`src/rtl/swire_pkg.sv`:
```
package swire_pkg;
  typedef enum logic [2:0] {
    S_IDLE,
    S_LOW,
    S_HIGH,
    S_END,
    S_ACK
  } swire_state_e;

  typedef enum logic [1:0] {
    A_OFF,
    A_WAIT,
    A_DRIVE
  } ack_phase_e;
endpackage

```
`src/rtl/swire_sync.sv`:
```
module swire_sync #(
  parameter int STAGES = 2
) (
  input  logic clk,
  input  logic rst_n,
  input  logic d,
  output logic q
);
  generate
    if (STAGES < 2) begin : g_single
      logic s_q;
      always_ff @(posedge clk or negedge rst_n) begin
        if (!rst_n) s_q <= 1'b1;
        else        s_q <= d;
      end
      assign q = s_q;
    end else begin : g_chain
      logic [STAGES-1:0] s_q;
      always_ff @(posedge clk or negedge rst_n) begin
        if (!rst_n) s_q <= '1;
        else        s_q <= {s_q[STAGES-2:0], d};
      end
      assign q = s_q[STAGES-1];
    end
  endgenerate
endmodule

```
`src/rtl/swire_bit_classify.sv`:
```
module swire_bit_classify #(
  parameter int W     = 8,
  parameter int T_MIN = 4,
  parameter int T_MAX = 60
) (
  input  logic [W-1:0] lo_len,
  input  logic [W-1:0] hi_len,
  output logic         bit_ok,
  output logic         bit_val
);
  localparam logic [W:0] MIN_C  = (W+1)'(T_MIN);
  localparam logic [W:0] MAX_C  = (W+1)'(T_MAX);
  localparam logic [W:0] LONG_C = (W+1)'(2 * T_MAX);

  logic [W:0] lo_w, hi_w, lo_x2, hi_x2;
  logic       is_one, is_zero;

  always_comb begin
    lo_w    = {1'b0, lo_len};
    hi_w    = {1'b0, hi_len};
    lo_x2   = {lo_len, 1'b0};
    hi_x2   = {hi_len, 1'b0};
    is_one  = (hi_w >= lo_x2) && (lo_w >= MIN_C) && (lo_w <= MAX_C) && (hi_w <= LONG_C);
    is_zero = (lo_w >= hi_x2) && (hi_w >= MIN_C) && (hi_w <= MAX_C) && (lo_w <= LONG_C);
    bit_ok  = is_one || is_zero;
    bit_val = is_one;
  end
endmodule

```
`src/rtl/swire_ack_timer.sv`:
```
module swire_ack_timer
  import swire_pkg::*;
#(
  parameter int ACK_DLY = 4,
  parameter int ACK_LEN = 100
) (
  input  logic clk,
  input  logic rst_n,
  input  logic start,
  input  logic line_hi,
  output logic pull,
  output logic done
);
  localparam int TOP = (ACK_LEN > ACK_DLY) ? ACK_LEN : ACK_DLY;
  localparam int CW  = $clog2(TOP + 1);
  localparam logic [CW-1:0] DLY_END = CW'(ACK_DLY - 1);
  localparam logic [CW-1:0] LEN_END = CW'(ACK_LEN - 1);

  ack_phase_e    phase_q, phase_d;
  logic [CW-1:0] cnt_q, cnt_d;
  logic          done_q, done_d;

  always_comb begin
    phase_d = phase_q;
    cnt_d   = cnt_q;
    done_d  = 1'b0;
    case (phase_q)
      A_WAIT: begin
        if (!line_hi) begin
          cnt_d = '0;
        end else if (cnt_q == DLY_END) begin
          cnt_d   = '0;
          phase_d = A_DRIVE;
        end else begin
          cnt_d = cnt_q + 1'b1;
        end
      end
      A_DRIVE: begin
        if (cnt_q == LEN_END) begin
          cnt_d   = '0;
          phase_d = A_OFF;
          done_d  = 1'b1;
        end else begin
          cnt_d = cnt_q + 1'b1;
        end
      end
      default: begin
        if (start) begin
          cnt_d   = '0;
          phase_d = A_WAIT;
        end
      end
    endcase
  end

  always_ff @(posedge clk or negedge rst_n) begin
    if (!rst_n) begin
      phase_q <= A_OFF;
      cnt_q   <= '0;
      done_q  <= 1'b0;
    end else begin
      phase_q <= phase_d;
      cnt_q   <= cnt_d;
      done_q  <= done_d;
    end
  end

  assign pull = (phase_q == A_DRIVE);
  assign done = done_q;

  AST_ACK_FULL_LEN: assert property (@(posedge clk) disable iff (!rst_n)
    $fell(pull) |-> $past(cnt_q) == LEN_END);
  AST_ACK_AFTER_HIGH: assert property (@(posedge clk) disable iff (!rst_n)
    $rose(pull) |-> $past(line_hi));
endmodule

```
`src/rtl/swire_frame_decoder.sv`:
```
module swire_frame_decoder
  import swire_pkg::*;
#(
  parameter int         T_MIN       = 4,
  parameter int         T_MAX       = 60,
  parameter int         START_MIN   = 4,
  parameter int         END_MIN     = 4,
  parameter int         ACK_DLY     = 4,
  parameter int         ACK_LEN     = 100,
  parameter int         SYNC_STAGES = 2,
  parameter logic [7:0] DEV_ADDR    = 8'b0111_0011
) (
  input  logic       clk,
  input  logic       rst_n,
  input  logic       line_in,
  output logic       wr_valid,
  output logic [1:0] wr_addr,
  output logic [4:0] wr_data,
  output logic       ack_pull
);
  localparam int PH_MAX  = 2 * T_MAX;
  localparam int CNT_TOP = PH_MAX + START_MIN + END_MIN + 1;
  localparam int CW      = $clog2(CNT_TOP + 1);
  localparam logic [CW-1:0] CNT_SAT = CW'(CNT_TOP);
  localparam logic [CW-1:0] PH_LIM  = CW'(PH_MAX);
  localparam logic [CW-1:0] ST_LIM  = CW'(START_MIN);
  localparam logic [CW-1:0] END_LIM = CW'(END_MIN);

  swire_state_e  state_q, state_d;
  logic          line_s, line_q;
  logic [CW-1:0] cnt_q, cnt_d, lo_q, lo_d;
  logic [2:0]    bits_q, bits_d;
  logic [7:0]    shreg_q, shreg_d;
  logic          hit_q, hit_d;
  logic          valid_q, valid_d;
  logic [1:0]    addr_q;
  logic [4:0]    data_q;
  logic          edge_w, rise_w, fall_w;
  logic          bit_ok, bit_val, ack_go, ack_done;

  swire_sync #(.STAGES(SYNC_STAGES)) u_sync (
    .clk(clk), .rst_n(rst_n), .d(line_in), .q(line_s)
  );

  swire_bit_classify #(.W(CW), .T_MIN(T_MIN), .T_MAX(T_MAX)) u_cls (
    .lo_len(lo_q), .hi_len(cnt_q), .bit_ok(bit_ok), .bit_val(bit_val)
  );

  swire_ack_timer #(.ACK_DLY(ACK_DLY), .ACK_LEN(ACK_LEN)) u_ack (
    .clk(clk), .rst_n(rst_n), .start(ack_go), .line_hi(line_s),
    .pull(ack_pull), .done(ack_done)
  );

  assign edge_w = line_s ^ line_q;
  assign rise_w = edge_w & line_s;
  assign fall_w = edge_w & ~line_s;

  // Phase length counter: cycles the settled level has been held.
  always_comb begin
    if (edge_w)                cnt_d = CW'(1);
    else if (cnt_q == CNT_SAT) cnt_d = cnt_q;
    else                       cnt_d = cnt_q + 1'b1;
  end

  always_comb begin
    state_d = state_q;
    lo_d    = lo_q;
    bits_d  = bits_q;
    shreg_d = shreg_q;
    hit_d   = hit_q;
    valid_d = 1'b0;
    ack_go  = 1'b0;
    case (state_q)
      S_IDLE: begin
        if (fall_w && (cnt_q >= ST_LIM)) begin
          bits_d  = '0;
          state_d = S_LOW;
        end
      end
      S_LOW: begin
        if (rise_w) begin
          lo_d    = cnt_q;
          state_d = S_HIGH;
        end else if (cnt_q > PH_LIM) begin
          state_d = S_IDLE;
          hit_d   = 1'b0;
        end
      end
      S_HIGH: begin
        if (fall_w) begin
          if (bit_ok) begin
            shreg_d = {shreg_q[6:0], bit_val};
            bits_d  = bits_q + 1'b1;
            state_d = (bits_q == 3'd7) ? S_END : S_LOW;
          end else begin
            state_d = S_IDLE;
            hit_d   = 1'b0;
          end
        end else if (cnt_q > PH_LIM) begin
          state_d = S_IDLE;
          hit_d   = 1'b0;
        end
      end
      S_END: begin
        if (rise_w) begin
          state_d = S_IDLE;
          hit_d   = 1'b0;
        end else if (cnt_q >= END_LIM) begin
          state_d = S_IDLE;
          if (!hit_q) begin
            hit_d = (shreg_q == DEV_ADDR);
          end else begin
            hit_d   = 1'b0;
            valid_d = 1'b1;
            if (shreg_q[7]) begin
              ack_go  = 1'b1;
              state_d = S_ACK;
            end
          end
        end
      end
      default: begin
        if (ack_done) state_d = S_IDLE;
      end
    endcase
  end

  always_ff @(posedge clk or negedge rst_n) begin
    if (!rst_n) begin
      state_q <= S_IDLE;
      line_q  <= 1'b1;
      cnt_q   <= '0;
      lo_q    <= '0;
      bits_q  <= '0;
      shreg_q <= '0;
      hit_q   <= 1'b0;
      valid_q <= 1'b0;
      addr_q  <= '0;
      data_q  <= '0;
    end else begin
      state_q <= state_d;
      line_q  <= line_s;
      cnt_q   <= cnt_d;
      lo_q    <= lo_d;
      bits_q  <= bits_d;
      shreg_q <= shreg_d;
      hit_q   <= hit_d;
      valid_q <= valid_d;
      if (valid_d) begin
        addr_q <= shreg_q[6:5];
        data_q <= shreg_q[4:0];
      end
    end
  end

  assign wr_valid = valid_q;
  assign wr_addr  = addr_q;
  assign wr_data  = data_q;

  AST_STROBE_ONE_CYCLE: assert property (@(posedge clk) disable iff (!rst_n)
    wr_valid |=> !wr_valid);
  AST_STROBE_NEEDS_ADDR: assert property (@(posedge clk) disable iff (!rst_n)
    wr_valid |-> $past(hit_q));
  AST_PULL_ONLY_IN_ACK: assert property (@(posedge clk) disable iff (!rst_n)
    ack_pull |-> (state_q == S_ACK));
  AST_PHASE_BOUNDED: assert property (@(posedge clk) disable iff (!rst_n)
    ((state_q == S_LOW) || (state_q == S_HIGH)) |-> (cnt_q <= PH_LIM + 1'b1));
endmodule

```
`config.mk`:
```
export PLATFORM = sky130hd
export DESIGN_NAME = swire_frame_decoder
export DESIGN_NICKNAME = d
export VERILOG_FILES = /design/src/rtl/swire_pkg.sv /design/src/rtl/swire_sync.sv /design/src/rtl/swire_bit_classify.sv /design/src/rtl/swire_ack_timer.sv /design/src/rtl/swire_frame_decoder.sv
export SDC_FILE = /design/constraint.sdc
export NUM_CORES = 1
export LEC_CHECK = 0
export BUFFER_PORTS_ARGS = -buffer_cell sky130_fd_sc_hd__buf_2
export CAP_MARGIN = 10
export CORE_UTILIZATION = 66
export DETAILED_ROUTE_END_ITERATION = 10
export PLACE_DENSITY = 0.88
export SLEW_MARGIN = 10
export SYNTH_ARGS = -nofsm -noshare
export SYNTH_HDL_FRONTEND = slang
export SYNTH_SLANG_ARGS = --single-unit
```
`constraint.sdc`:
```
create_clock -name clk -period 6.3 [get_ports clk]
set_clock_uncertainty 0.15 [all_clocks]
set_input_delay 0.63 -clock clk [delete_from_list [all_inputs] [get_ports clk]]
set_output_delay 0.63 -clock clk [all_outputs]
set_load 0.02 [all_outputs]
```
* Word level (Yosys, flattened, before mapping)
Cells that the tools add are included.
** Operators by class
- Muxes and demuxes :: 47
- Div/mod/pow operators :: 0
- Shift operators :: 0
- Magnitude comparators :: 10
- Add/subtract/negate cells :: 3
- Eq/ne operators :: 20
- Reduce and logical (&&, ||, !) cells :: 19
- Bitwise gates (word level) :: 4
- $mul :: 0
** Operator list (number)
- two-way mux 3 bit :: 12
- two-way mux 7 bit :: 4
- >= comparator 8 x 3 -> 1 bit, second input constant :: 3
- >= comparator 8 x 9 -> 1 bit :: 2
- two-way mux 1 bit :: 18
- <= comparator 8 x 6 -> 1 bit, second input constant :: 2
- <= comparator 8 x 7 -> 1 bit, second input constant :: 2
- two-way mux 8 bit :: 2
- one-hot mux 7 bit (2 select lines) :: 1
- two-way mux 2 bit :: 6
- inequality test 2 bit, second input constant :: 6
- one-hot mux 3 bit (4 select lines) :: 1
- AND reduction 4 bit :: 3
- adder 8 x 1 -> 8 bit, second input constant :: 1
- equality test 8 x 7 -> 1 bit, second input constant :: 1
- equality test 8 bit, second input constant :: 1
- > comparator 8 x 7 -> 1 bit, second input constant :: 1
- adder 7 x 1 -> 7 bit, second input constant :: 1
- equality test 7 x 2 -> 1 bit, second input constant :: 1
- equality test 7 bit, second input constant :: 1
- logical AND 1 bit :: 7
- equality test 3 x 2 -> 1 bit, second input constant :: 2
- inequality test 3 bit, second input constant :: 2
- one-hot mux 3 bit (2 select lines) :: 1
- other kinds (18) :: 22
** Storage, ports and cells
- Bits in read-only memories :: 0
- Bits in latches :: 0
- RAM bits :: 0
- Memories kept :: 0
- Word-level logic and storage cells :: 117
- Register bits :: 52

* Longest topological paths before layout
Gate-level depths: netlist (run 1).
- Word-level depth :: 8
- Gate-level depth with buffers :: 10

* Cells and area by module
Synthesis (run 1) repeated with hierarchy kept, for this count alone.
** Unflattened totals
- Cell total of the unflattened synthesis :: 281
- Area, all modules :: 2962.8 sq um
** Modules (own cells, without submodules)
- swire_frame_decoder :: area each 1869.3 sq um, cells each 156, times used 1
- swire_ack_timer :: area each 601.8 sq um, cells each 64, times used 1
- swire_bit_classify :: area each 439.2 sq um, cells each 59, times used 1
- swire_sync :: area each 52.6 sq um, cells each 2, times used 1

* Worst setup path before layout (run 1)
Ideal clock, no wire load.
- Kind :: register -> register
- From :: register u_ack.cnt_q[0]
- To :: register u_ack.phase_q[0]
- Cell stages (with the launch flop) :: 6
- Clock period less this slack :: 2.343 ns
- Library setup time :: 0.125 ns
- Data required time :: 6.025 ns
- Arrival :: 2.069 ns
- Slack :: 3.957 ns
- Path through :: dfrtp_1 ha_1 or4b_1 or4_1 a211oi_1 mux2_2
** Between the ends
- Longest elaborated chain between the ends :: 3
- Elaborated cells on any way between the ends :: 5
** RTL lines
- start: declaration :: RTL line swire_ack_timer.sv:20 : logic [CW-1:0] cnt_q, cnt_d;
- start signal: assignment :: RTL line swire_ack_timer.sv:63 : cnt_q <= cnt_d;
- equality test 7 x 2 -> 1 bit / equality test 7 bit (equally long branches) :: RTL line swire_ack_timer.sv:31, swire_ack_timer.sv:39
- inequality test 2 x 1 -> 1 bit (no line)
- AND reduction 4 bit (no line) (*)
- end signal: assignment :: RTL line swire_ack_timer.sv:62 : phase_q <= phase_d;
- end: declaration :: RTL line swire_ack_timer.sv:19 : ack_phase_e phase_q, phase_d;
Mark *: on every way between the ends. The rest lies on a longest branch, timed or not.
A chain may end at the register's enable or synchronous reset.

* Final worst setup path (run 1)
- From :: register u_ack.cnt_q[0]
- To :: register u_ack.cnt_q[4]
** Between the ends
- Longest elaborated chain between the ends :: 4
- Elaborated cells on any way between the ends :: 7
** RTL lines
- adder 7 x 1 -> 7 bit / equality test 7 x 2 -> 1 bit (equally long branches) :: RTL line swire_ack_timer.sv:35, swire_ack_timer.sv:44, swire_ack_timer.sv:31
- two-way mux 7 bit :: RTL line swire_ack_timer.sv:31 : end else if (cnt_q == DLY_END) begin
- two-way mux 7 bit :: RTL line swire_ack_timer.sv:29 : if (!line_hi) begin
- one-hot mux 7 bit (2 select lines) (*) :: RTL line swire_ack_timer.sv:27 : case (phase_q)
Marks and branches as above.

==> results.txt, run 1 <==
----------------------------------------------------
[Yosys]
  Synthesized-area fraction occupied by adder cells ... 0.103
  Ys async rst share ... 1.00
  Sequential fraction of the synthesis area ... 0.448
  Xor and xnor fraction of the mapped netlist area ... 0.0180
  Main area contributors after synthesis ... dfrtp_1, ha_1, mux2_2
  Compound-cell area share of the yosys netlist ... 0.149
  Syn avg cell area ... 10.3 um2
  Multiplexer area fraction after synthesis ... 0.0692
  Library cell occupying the most area in the post-synthesis netlist ... dfrtp_1
  Total standard cell area after synthesis ... 2910 um2
  Predominant post-synthesis flop cell ... dfrtp_1
  Unique masters post-synth ... 57
  Syn_nets ... 311
  Synth Area in Simple Gates ... 0.167
  FF+latch count, synth ... 52
  Synth Warn # ... 0
  Post-synthesis instance total ... 284
  Area share of the largest cell type after synthesis ... 0.421
  Main combinational cell family by area after synthesis ... simple AND/OR/NAND/NOR gates
  Number of synthesized flops with an enable pin ... 0

[Pwr]
  Internal power consumption ... 559 uW
  Maximum VDD drop ... 172 uV
  Switching Power ... 274 uW
  Clock group share of total power ... 0.235
  Total power consumption of the routed design ... 833 uW
  Switching share of power ... 0.329
  Power per Cell Area ... 269 nW/um2
  Part of the power in registers ... 0.491
  Share of power burned in combinational logic ... 0.274
  Cell leakage power ... 1.50 nW

[Worst setup path]
  Critical path cell sequence ... ha_1 > or4b_1 > o311a_1 > o21bai_1 > nor2_1 > o21ai_0 > o31ai_1
  Critical-path top delay cell ... o21bai_1
  Largest delay contributor family on the critical path ... compound AO/OA/AOI/OAI gates
  Delay of the slowest cell on the worst path ... 540 ps
  CP max FO ... 11
  Arrival time of data at the critical path endpoint ... 2640 ps
  Count of buffering cells on the critical path with inverters included ... 0
  Startpoint type of the worst setup path ... flip-flop
  Crit Path Class ... reg -> reg
  Worst path required time ... 6320 ps
  Endpoint class of the critical path ... flip-flop

[Layout]
  Share of post-route cells with drive strength above 1 ... 0.182
  Final instance area ... 3090 um2
  Sequential cell area ... 1310 um2
  Synth-to-layout area growth ... 6.23%
  Most common cell after layout, fill and taps aside ... dfrtp_1
  Post-layout net count ... 323
  Total area of multi-input combinational cells ... 1470 um2
  Most used cells in the layout excluding fill and tap cells ... dfrtp_1, ha_1, inv_1
  Antenna diode count ... 0
  Post-layout util ... 0.752
  Fill cells ... 267

[Floorplanning]
  Total I/O pin count ... 12
  Placeable Area ... 4120 um2
  Number of placement rows ... 23
  Initial Utilization ... 0.708
  Chip height ... 68.4 um
  Horiz. Die Dim ... 68.4 um
  Area of the die ... 4680 um2

[Global routing]
  GR peak layer ... met2
  GRT met3 Usage ... 0.0550
  All-Layer GR Usage ... 0.252
  Met1 track demand over resource in global routing ... 0.336
  Maximum number of pins on one net before global-route repair ... 53
  Total gr overflow ... 0
  Routing usage on met2 ... 0.412
  Initial antenna violation count ... 0
  Number of global-route vias before repair ... 1949
  Global-route wire length before repair ... 8660 um

[Clock network]
  Number of sinks on the clock net ... 52
  Clock latency of the later-clocked register in the worst-skew pair ... 300 ps
  Clock slew seen by the registers of the worst setup and hold paths ... 100 ps
  TritonCTS clock tree ... yes
  Cell chosen for the clock root ... clkbuf_8
  H-tree level count ... 2
  Count of hold-fix buffers inserted at cts ... 0
  Setup repair bufs after CTS ... 0
  Buffer depth of the longest clock path ... 2
  Total clock buffers created by CTS ... 5
  Count of instances resized after the clock tree is built ... 0

[Placement]
  Estimated wirelength of the detail-placed design ... 3800 um
  Post-detailed-placement cell area ... 3000 um2
  Global placement routability congestion ... 0.907
  Number of buffers added on ports ... 11

[Timing]
  Worst slew pin tran ... 668 ps
  Worst slew slack as a fraction of its limit ... 0.554
  Final cycle utilization of the critical path ... 0.415
  Maximum operating frequency ... 382 MHz
  Min Clock Period, post-route ... 2620 ps
  Count of final hold-check violations ... 0
  Setup TNS ... 0 ps
  RSZ-0062 raised after global routing ... false
  Final-report setup violation count ... 0
  Max-slew violations ... 0

[Drt]
  Final routed wirelength across all metal layers ... 5180 um
  Length of the first detailed-routing pass in iterations ... 4
  Via count ... 2129
  Post-route DRC ... 0
  Routed wire length per instance ... 14.9 um
  Number of violations reported at the end of detailed-routing iteration 0 ... 152
  Detail Route Antenna Nets ... 0
  Vias/cell ... 6.14

[Run status]
  Result of the run ... complete, no violations

[Flow run]
  MaxCap Viol Count ... 0

[Worst hold path]
  Type of the most critical hold path ... reg -> reg

----------------------------------------------------
==> metal layers <==
| layer | vias to the layer above | share of wire |
|---|---|---|
| met5 | - | 0 |
| met3 | 7 | 0.047 |
| li1 | 1047 | - |
| met4 | 0 | 0.011 |
| met1 | 1020 | 0.47 |
| met2 | 55 | 0.47 |
==> Yosys cell counts (all sizes together) (4+ instances only) <==
cell type  number
dfrtp          49
ha             24
inv            23
nand2          22
o21ai          22
mux2           17
nor2           16
nand3          10
a21oi           6
and3            6
o211ai          6
nor2b           5
xnor2           5
and2            4
buf             4
clkbuf          4
nand2b          4
nor3            4
o31ai           4
==> registers in the layout, summed over array words and instances, names as in the netlist <==
register and count:
u_ack.phase_q 2, wr_valid 1, cnt_q 8, state_q 3
shreg_q 8, hit_q 1, wr_data 5, line_q 1
u_sync.g_chain.s_q 2, lo_q 8, wr_addr 2, u_ack.cnt_q 7
bits_q 3, u_ack.done 1
==> final timing paths <==
path | from | to | slack, ps | cells after the start
worst max-delay path | u_ack.cnt_q[0] | u_ack.cnt_q[4] | 3680 | 7
worst max register to register | u_ack.cnt_q[0] | u_ack.cnt_q[4] | 3680 | 7
worst min-delay path | u_sync.g_chain.s_q[0] | u_sync.g_chain.s_q[1] | 210 | 0
max in group asynchronous | rst_n | cnt_q[2] | 5300 | 2
min in group asynchronous | rst_n | lo_q[3] | 270 | 2
worst min register to register | u_sync.g_chain.s_q[0] | u_sync.g_chain.s_q[1] | 210 | 0
==> cell type report <==
type / count / share of cell area
repair buffers: 13 / 0.0226
inverters: 23 / 0.0279
multi-input cells: 201 / 0.476
clock inverters: 3 / 0.00890
clock buffers: 5 / 0.0222
flip-flops and latches: 52 / 0.422
well taps: 50 / 0.0202
==> kinds of logic after synthesis <==
| family | Yosys count |
|---|---|
| flops | 52 |
| xor+xnor | 6 |
| buf+inv | 31 |
| compound gates | 63 |
| simple gates | 90 |
| fa+ha+maj | 24 |
| mux | 18 |
==> through the flow <==
step	setup slack [ps]	hold slack [ps]	cells
3_3_place_gp	3780	197	339
4_1_cts	3690	212	347
5_1_grt	3420	213	347
3_5_place_dp	3690	199	339
6_report	3680	211	347
2_1_floorplan	3960	184	284
==> power by group through the flow <==
stage	Clock (mW)	Combinational (mW)	Sequential, mW
2_1_floorplan	0	0.199	0.392
3_3_place_gp	0	0.217	0.413
3_5_place_dp	0	0.226	0.415
4_1_cts	0.201	0.229	0.408
5_1_grt	0.214	0.262	0.415
6_report	0.196	0.229	0.409
Power figures use the tool's default switching activity.
==> run 2: changes to the inputs <==
CORE_UTILIZATION = 55   (was 66)
PLACE_DENSITY = 0.79   (was 0.88)
clock period = 2.1 ns   (was 6.3 ns; I/O delays follow)
==> run 2 against run 1 <==
Clock power rose to 3.0 times the previous value. Flip-flop and latch count did not move. Sequential share of layout area fell by 9.0 points. Critical path depth did not move. Critical endpoint is now state_q[1]. Final cell count rose by 24%. The flow now finishes with violations (setup timing). Wire length rose by 63%. Global-route usage rose by 1.9 points. Non-clock buffer count rose by 62. Worst setup slack got worse by 3900 ps. Maximum frequency rose by 12%. Final area rose by 28%.
==> results.txt, run 2 (synthesis gave the netlist of run 1 again) <==
----------------------------------------------------
[Run status]
  Result of the run ... finished, violations left
  Violated checks ... setup timing

[Timing]
  Max-slew violations ... 0 (unchanged)
  Setup WS post-layout ... -232 ps (-3910 ps)
  RSZ-0062 raised after global routing ... true
  Final cycle utilization of the critical path ... 1.11 (+0.695)
  Final-report setup violation count ... 24 (+24)
  Worst slew pin tran ... 526 ps (-142 ps)
  Hold Slack ... 226 ps (+15.1 ps)
  Worst slew slack as a fraction of its limit ... 0.649 (+0.0955)
  Min Clock Period, post-route ... 2330 ps (-285 ps)
  Maximum operating frequency ... 429 MHz (+12%)
  Count of final hold-check violations ... 0 (unchanged)

[Floorplanning]
  Horiz. Die Dim ... 74.8 um (+9.3%)
  Number of placement rows ... 26 (+13%)
  Placeable Area ... 5110 um2 (+24%)
  Area of the die ... 5590 um2 (+19%)
  Chip height ... 74.8 um (+9.3%)
  Initial Utilization ... 0.570 (-0.138)
  Total I/O pin count ... 12 (unchanged)

[Worst hold path]
  Cell count of the worst hold path ... 0 (unchanged)
  Worst min-delay path endpoint ... u_sync.g_chain.s_q[1]
  Type of the most critical hold path ... reg -> reg
  Startpoint of the worst hold path ... u_sync.g_chain.s_q[0]

[Placement]
  Number of buffers added on ports ... 11 (unchanged)
  Placed Cells incl. Taps ... 407 (+20%)
  Post-detailed-placement cell area ... 3430 um2 (+14%)
  Global placement routability congestion ... 0.879 (-3.2%)
  Estimated wirelength of the detail-placed design ... 4660 um (+23%)

[Global routing]
  Maximum number of pins on one net before global-route repair ... 34 (-36%)
  Global-route wire length before repair ... 11400 um (+32%)
  Total gr overflow ... 0 (unchanged)
  Initial antenna violation count ... 0 (unchanged)
  Number of global-route vias before repair ... 2525 (+30%)
  All-Layer GR Usage ... 0.272 (+0.0193)

[Drt]
  Vias/cell ... 6.22 (+1.4%)
  Final routed wirelength across all metal layers ... 8430 um (+63%)
  Routed wire length per instance ... 19.6 um (+31%)
  Number of violations reported at the end of detailed-routing iteration 0 ... 352 (+130%)
  Length of the first detailed-routing pass in iterations ... 5 (+1)
  Post-route DRC ... 0 (unchanged)
  Detail Route Antenna Nets ... 0 (unchanged)
  Via count ... 2675 (+26%)

[Layout]
  Non-filler instance count after layout ... 430 (+24%)
  Final instance area ... 3950 um2 (+28%)
  Fill cells ... 303 (+13%)
  Synth-to-layout area growth ... 35.6%
  Post-layout util ... 0.773 (+0.0215)
  Antenna diode count ... 0 (unchanged)
  Registers with the most flip-flops ... cnt_q x8, lo_q x8, shreg_q x8
  Share of post-route cells with drive strength above 1 ... 0.431 (+0.249)
  Post-layout net count ... 386 (+20%)
  Most used cells in the layout excluding fill and tap cells ... buf_4, dfrtp_1, nand2_1
  Most common cell after layout, fill and taps aside ... buf_4

[Clock network]
  Clock latency of the later-clocked register in the worst-skew pair ... 320 ps (+20 ps)
  Number of sinks on the clock net ... 52 (unchanged)
  H-tree level count ... 2 (unchanged)
  Clock slew seen by the registers of the worst setup and hold paths ... 110 ps (about the same)
  Total clock buffers created by CTS ... 5 (unchanged)
  Cell chosen for the clock root ... clkbuf_8
  TritonCTS clock tree ... yes
  Buffer depth of the longest clock path ... 2 (unchanged)

[Worst setup path]
  Arrival time of data at the critical path endpoint ... 2390 ps (-250 ps)
  Endpoint class of the critical path ... flip-flop
  CP max FO ... 5 (-6)
  Reg-to-reg endpoint ... state_q[1]
  Startpoint type of the worst setup path ... flip-flop
  Register-to-Register Setup Slack ... -230 ps (-3910 ps)
  Depth of the worst register-to-register path ... 7 (unchanged)
  Critical R2R Launch ... u_sync.g_chain.s_q[1]
  Crit Path Class ... reg -> reg
  Worst path required time ... 2160 ps (-4160 ps)

[Pwr]
  Cell leakage power ... 1.90 nW (+26%)
  Power per Cell Area ... 788 nW/um2 (+190%)
  Maximum VDD drop ... 473 uV (+170%)
  Total power consumption of the routed design ... 3.11 mW (+270%)

[Flow run]
  MaxCap Viol Count ... 0 (unchanged)

----------------------------------------------------
[run 2: cell count changes in the layout (fill, tap and decap cells not counted), sizes merged]
cell,previous run,this run
nand2,22,23
inv,24,23
clkinv,1,3
buf,13,73
dlygate4sd3,0,2
clkinvlp,1,0
[run 2: critical path, stage by stage, from the launching register on]
cell      delay (ps)
dfstp_2          580
ha_4             150
and3b_2          220
o211ai_1         250
a21oi_2          130
nand2b_4         170
or2_2            290
a221o_1          290
[run 2: worst max-delay path by stage]
stage / from / to / slack (ps) / depth (start not counted)
after floorplan: u_ack.cnt_q[0] / u_ack.phase_q[0] / -150 / 5
after global placement: cnt_q[3] / u_ack.phase_q[0] / -150 / 8
after detailed placement: cnt_q[2] / state_q[1] / -260 / 7
after CTS: u_ack.cnt_q[0] / u_ack.phase_q[0] / -140 / 5
after global routing: u_sync.g_chain.s_q[1] / state_q[1] / -270 / 7
final: u_sync.g_chain.s_q[1] / state_q[1] / -230 / 7
[run 2: final cells by class]
class | instances | area [um2] | area share
clock buffers | 5 | 68.8 | 0.0174
flip-flops and latches | 52 | 1310 | 0.332
repair buffers | 75 | 584 | 0.148
inverters | 23 | 86.3 | 0.0219
clock inverters | 3 | 18.8 | 0.00475
well taps | 70 | 87.6 | 0.0222
multi-input cells | 202 | 1790 | 0.454
[run 2: repair_timing]
item                                    in CTS  in global routing
setup buffers                                9                  4
gates resized for setup                     34                 29
pin swaps                                   15                 13
endpoints found under the hold margin       17                  0
endpoints found under the setup margin      29                 30
gates cloned                                 1                  0
hold buffers                                 2                  0
[run 2: layer usage]
metal  GRT usage  share of wire  vias up
li1            -              -     1167
met1       0.322           0.41     1325
met2       0.485           0.49      135
met3      0.0482          0.053       48
met4       0.111          0.048        0
met5           0              0        -
[run 2: power breakdown]
group	switching, mW	leakage [nW]	internal, mW	total (mW)
sequential	0.125	0.694	1.10	1.22
combinational	0.620	1.16	0.680	1.30
clock	0.360	0.0479	0.234	0.593
[run 2: per-stage QoR]
| stage | setup WS [ps] | setup TNS, ps |
|---|---|---|
| 2_1_floorplan | -147 | -982 |
| 3_3_place_gp | -146 | -1800 |
| 3_5_place_dp | -257 | -3630 |
| 4_1_cts | -144 | -1340 |
| 5_1_grt | -269 | -4510 |
| 6_report | -232 | -2840 |
==> run 3: changes to the inputs <==
CORE_UTILIZATION = 61   (was 55)
PLACE_DENSITY = 0.83   (was 0.79)
clock period = 2.5 ns   (was 2.1 ns; I/O delays follow)
==> run 3 against run 2 <==
The run ends with DRC left. Wire length shrank 34%. Worst setup slack improved by 310 ps. Flip-flop and latch count did not move. Register-to-register slack gained 310 ps. Final area decreased by 18%. Clock-buffer cell count did not move. Combinational power shrank 52%. Highest routed layer unchanged.
==> results.txt, run 3 (synthesis gave the netlist of run 1 again) <==
----------------------------------------------------
[Run status]
  Result of the run ... finished, violations left
  Violated checks ... DRC

[Drt]
  Number of violations reported at the end of detailed-routing iteration 0 ... 130 (-63%)
  Final routed wirelength across all metal layers ... 5560 um (-34%)
  Post-route DRC ... 9 (+9)
  Length of the first detailed-routing pass in iterations ... 7 (+2)
  Detail Route Antenna Nets ... 0 (unchanged)
  Routed wire length per instance ... 15.2 um (-22%)
  Vias/cell ... 5.98 (-3.9%)
  Via count ... 2182 (-18%)

[Clock network]
  Total clock buffers created by CTS ... 5 (unchanged)
  Cell chosen for the clock root ... clkbuf_8
  TritonCTS clock tree ... yes
  Setup repair bufs after CTS ... 0 (-9)
  Clock latency of the later-clocked register in the worst-skew pair ... 310 ps (about the same)
  Buffer depth of the longest clock path ... 2 (unchanged)
  H-tree level count ... 2 (unchanged)
  Clock slew seen by the registers of the worst setup and hold paths ... 100 ps (about the same)
  Number of sinks on the clock net ... 52 (unchanged)

[Floorplanning]
  Horiz. Die Dim ... 71.1 um (-4.9%)
  Number of placement rows ... 24 (-7.7%)
  Placeable Area ... 4470 um2 (-12%)
  Initial Utilization ... 0.651 (+0.0807)
  Chip height ... 71.1 um (-4.9%)
  Area of the die ... 5060 um2 (-9.6%)
  Total I/O pin count ... 12 (unchanged)

[Global routing]
  Number of global-route vias before repair ... 2120 (-16%)
  Global-route wire length before repair ... 9680 um (-15%)
  Initial antenna violation count ... 0 (unchanged)
  Total gr overflow ... 0 (unchanged)
  Maximum number of pins on one net before global-route repair ... 40 (+18%)
  All-Layer GR Usage ... 0.246 (-0.0253)

[Layout]
  Post-layout net count ... 339 (-12%)
  Synth-to-layout area growth ... 11.2%
  Share of post-route cells with drive strength above 1 ... 0.236 (-0.194)
  Registers with the most flip-flops ... cnt_q x8, lo_q x8, shreg_q x8
  Final instance area ... 3240 um2 (-18%)
  Antenna diode count ... 0 (unchanged)
  Fill cells ... 319 (+5.3%)
  Most used cells in the layout excluding fill and tap cells ... dfrtp_1, inv_1, ha_1
  Most common cell after layout, fill and taps aside ... dfrtp_1
  Non-filler instance count after layout ... 365 (-15%)

[Worst hold path]
  Type of the most critical hold path ... reg -> reg

[Timing]
  Max-slew violations ... 0 (unchanged)
  Count of final hold-check violations ... 0 (unchanged)
  Maximum operating frequency ... 412 MHz (-3.8%)
  Min Clock Period, post-route ... 2420 ps (+92.6 ps)
  Worst slew pin tran ... 856 ps (+330 ps)
  Worst slew slack as a fraction of its limit ... 0.429 (-0.220)
  Final-report setup violation count ... 0 (-100%)
  Setup TNS ... 0 ps (+2840 ps)
  RSZ-0062 raised after global routing ... false
  Final cycle utilization of the critical path ... 0.970 (-0.141)

[Placement]
  Placed Cells incl. Taps ... 355 (-13%)
  Global placement routability congestion ... 0.971 (+10%)
  Number of buffers added on ports ... 11 (unchanged)
  Post-detailed-placement cell area ... 3110 um2 (-9.5%)
  Estimated wirelength of the detail-placed design ... 4130 um (-11%)

[Worst setup path]
  Endpoint class of the critical path ... flip-flop
  Crit Path Class ... reg -> reg
  CP max FO ... 5 (unchanged)
  Worst path required time ... 2550 ps (+390 ps)
  Startpoint type of the worst setup path ... flip-flop
  Arrival time of data at the critical path endpoint ... 2470 ps (+80 ps)

[Flow run]
  MaxCap Viol Count ... 0 (unchanged)

[Pwr]
  Power per Cell Area ... 665 nW/um2 (-16%)
  Maximum VDD drop ... 396 uV (-16%)
  Cell leakage power ... 1.58 nW (-17%)

----------------------------------------------------
-- run 3: cell count changes in the layout (fill, tap and decap cells not counted), sizes merged --
cell      change
clkinvlp      +1
inv           +1
clkinv        -2
buf          -46
nand2         -1
-- run 3: power breakdown --
part / switching (mW) / internal [mW]
logic: 0.315 / 0.313
clock network: 0.293 / 0.206
registers: 0.106 / 0.921
-- run 3: layout make-up --
class                      instances  area (um2)  area share
inverter                          23        86.3      0.0267
timing repair buffer              29         195      0.0603
clock buffer                       5        68.8      0.0212
multi-input combinational        201        1490       0.460
tap                               52        65.1      0.0201
sequential                        52        1310       0.404
clock inverter                     3        27.5     0.00850
-- run 3: worst paths after layout --
check | start | end | slack [ps] | cells after the start
hold / removal | u_sync.g_chain.s_q[0] | u_sync.g_chain.s_q[1] | 210 | 0
min in group asynchronous | rst_n | lo_q[4] | 430 | 2
hold reg to reg | u_sync.g_chain.s_q[0] | u_sync.g_chain.s_q[1] | 210 | 0
max in group asynchronous | rst_n | u_ack.cnt_q[3] | 1120 | 3
setup / recovery | u_ack.cnt_q[0] | u_ack.phase_q[0] | 80 | 5
setup reg to reg | u_ack.cnt_q[0] | u_ack.phase_q[0] | 80 | 5
-- run 3: stage by stage --
stage	util	worst slack, ps	power, mW	hold slack [ps]
floorplan	-	157	1.49	-196
global placement	0.694	94.1	1.62	196
detailed placement	0.694	35.2	1.65	200
CTS	0.720	5.05	2.16	214
global route	0.724	29.6	2.31	215
finish	0.724	75.2	2.15	210
-- run 3: per-layer routing --
layer,wire length [um],global-route usage,up-vias,share of wire
met1,2520,0.332,1051,0.45
met2,2730,0.399,50,0.49
met5,0,0,-,0
met3,251,0.0484,7,0.045
li1,-,-,1074,-
met4,62,0.0911,0,0.011
-- run 3: what timing repair did --
action	CTS	global route
resized for setup	0	6
endpoints found under the hold margin	35	0
hold buffers	2	0
endpoints found under the setup margin	0	10
-- run 3: critical path, stage by stage (launching register included) --
cell	delay (ps)
dfrtp_1	390
ha_2	220
or4b_4	490
or4_1	460
a211oi_2	240
mux2_2	350
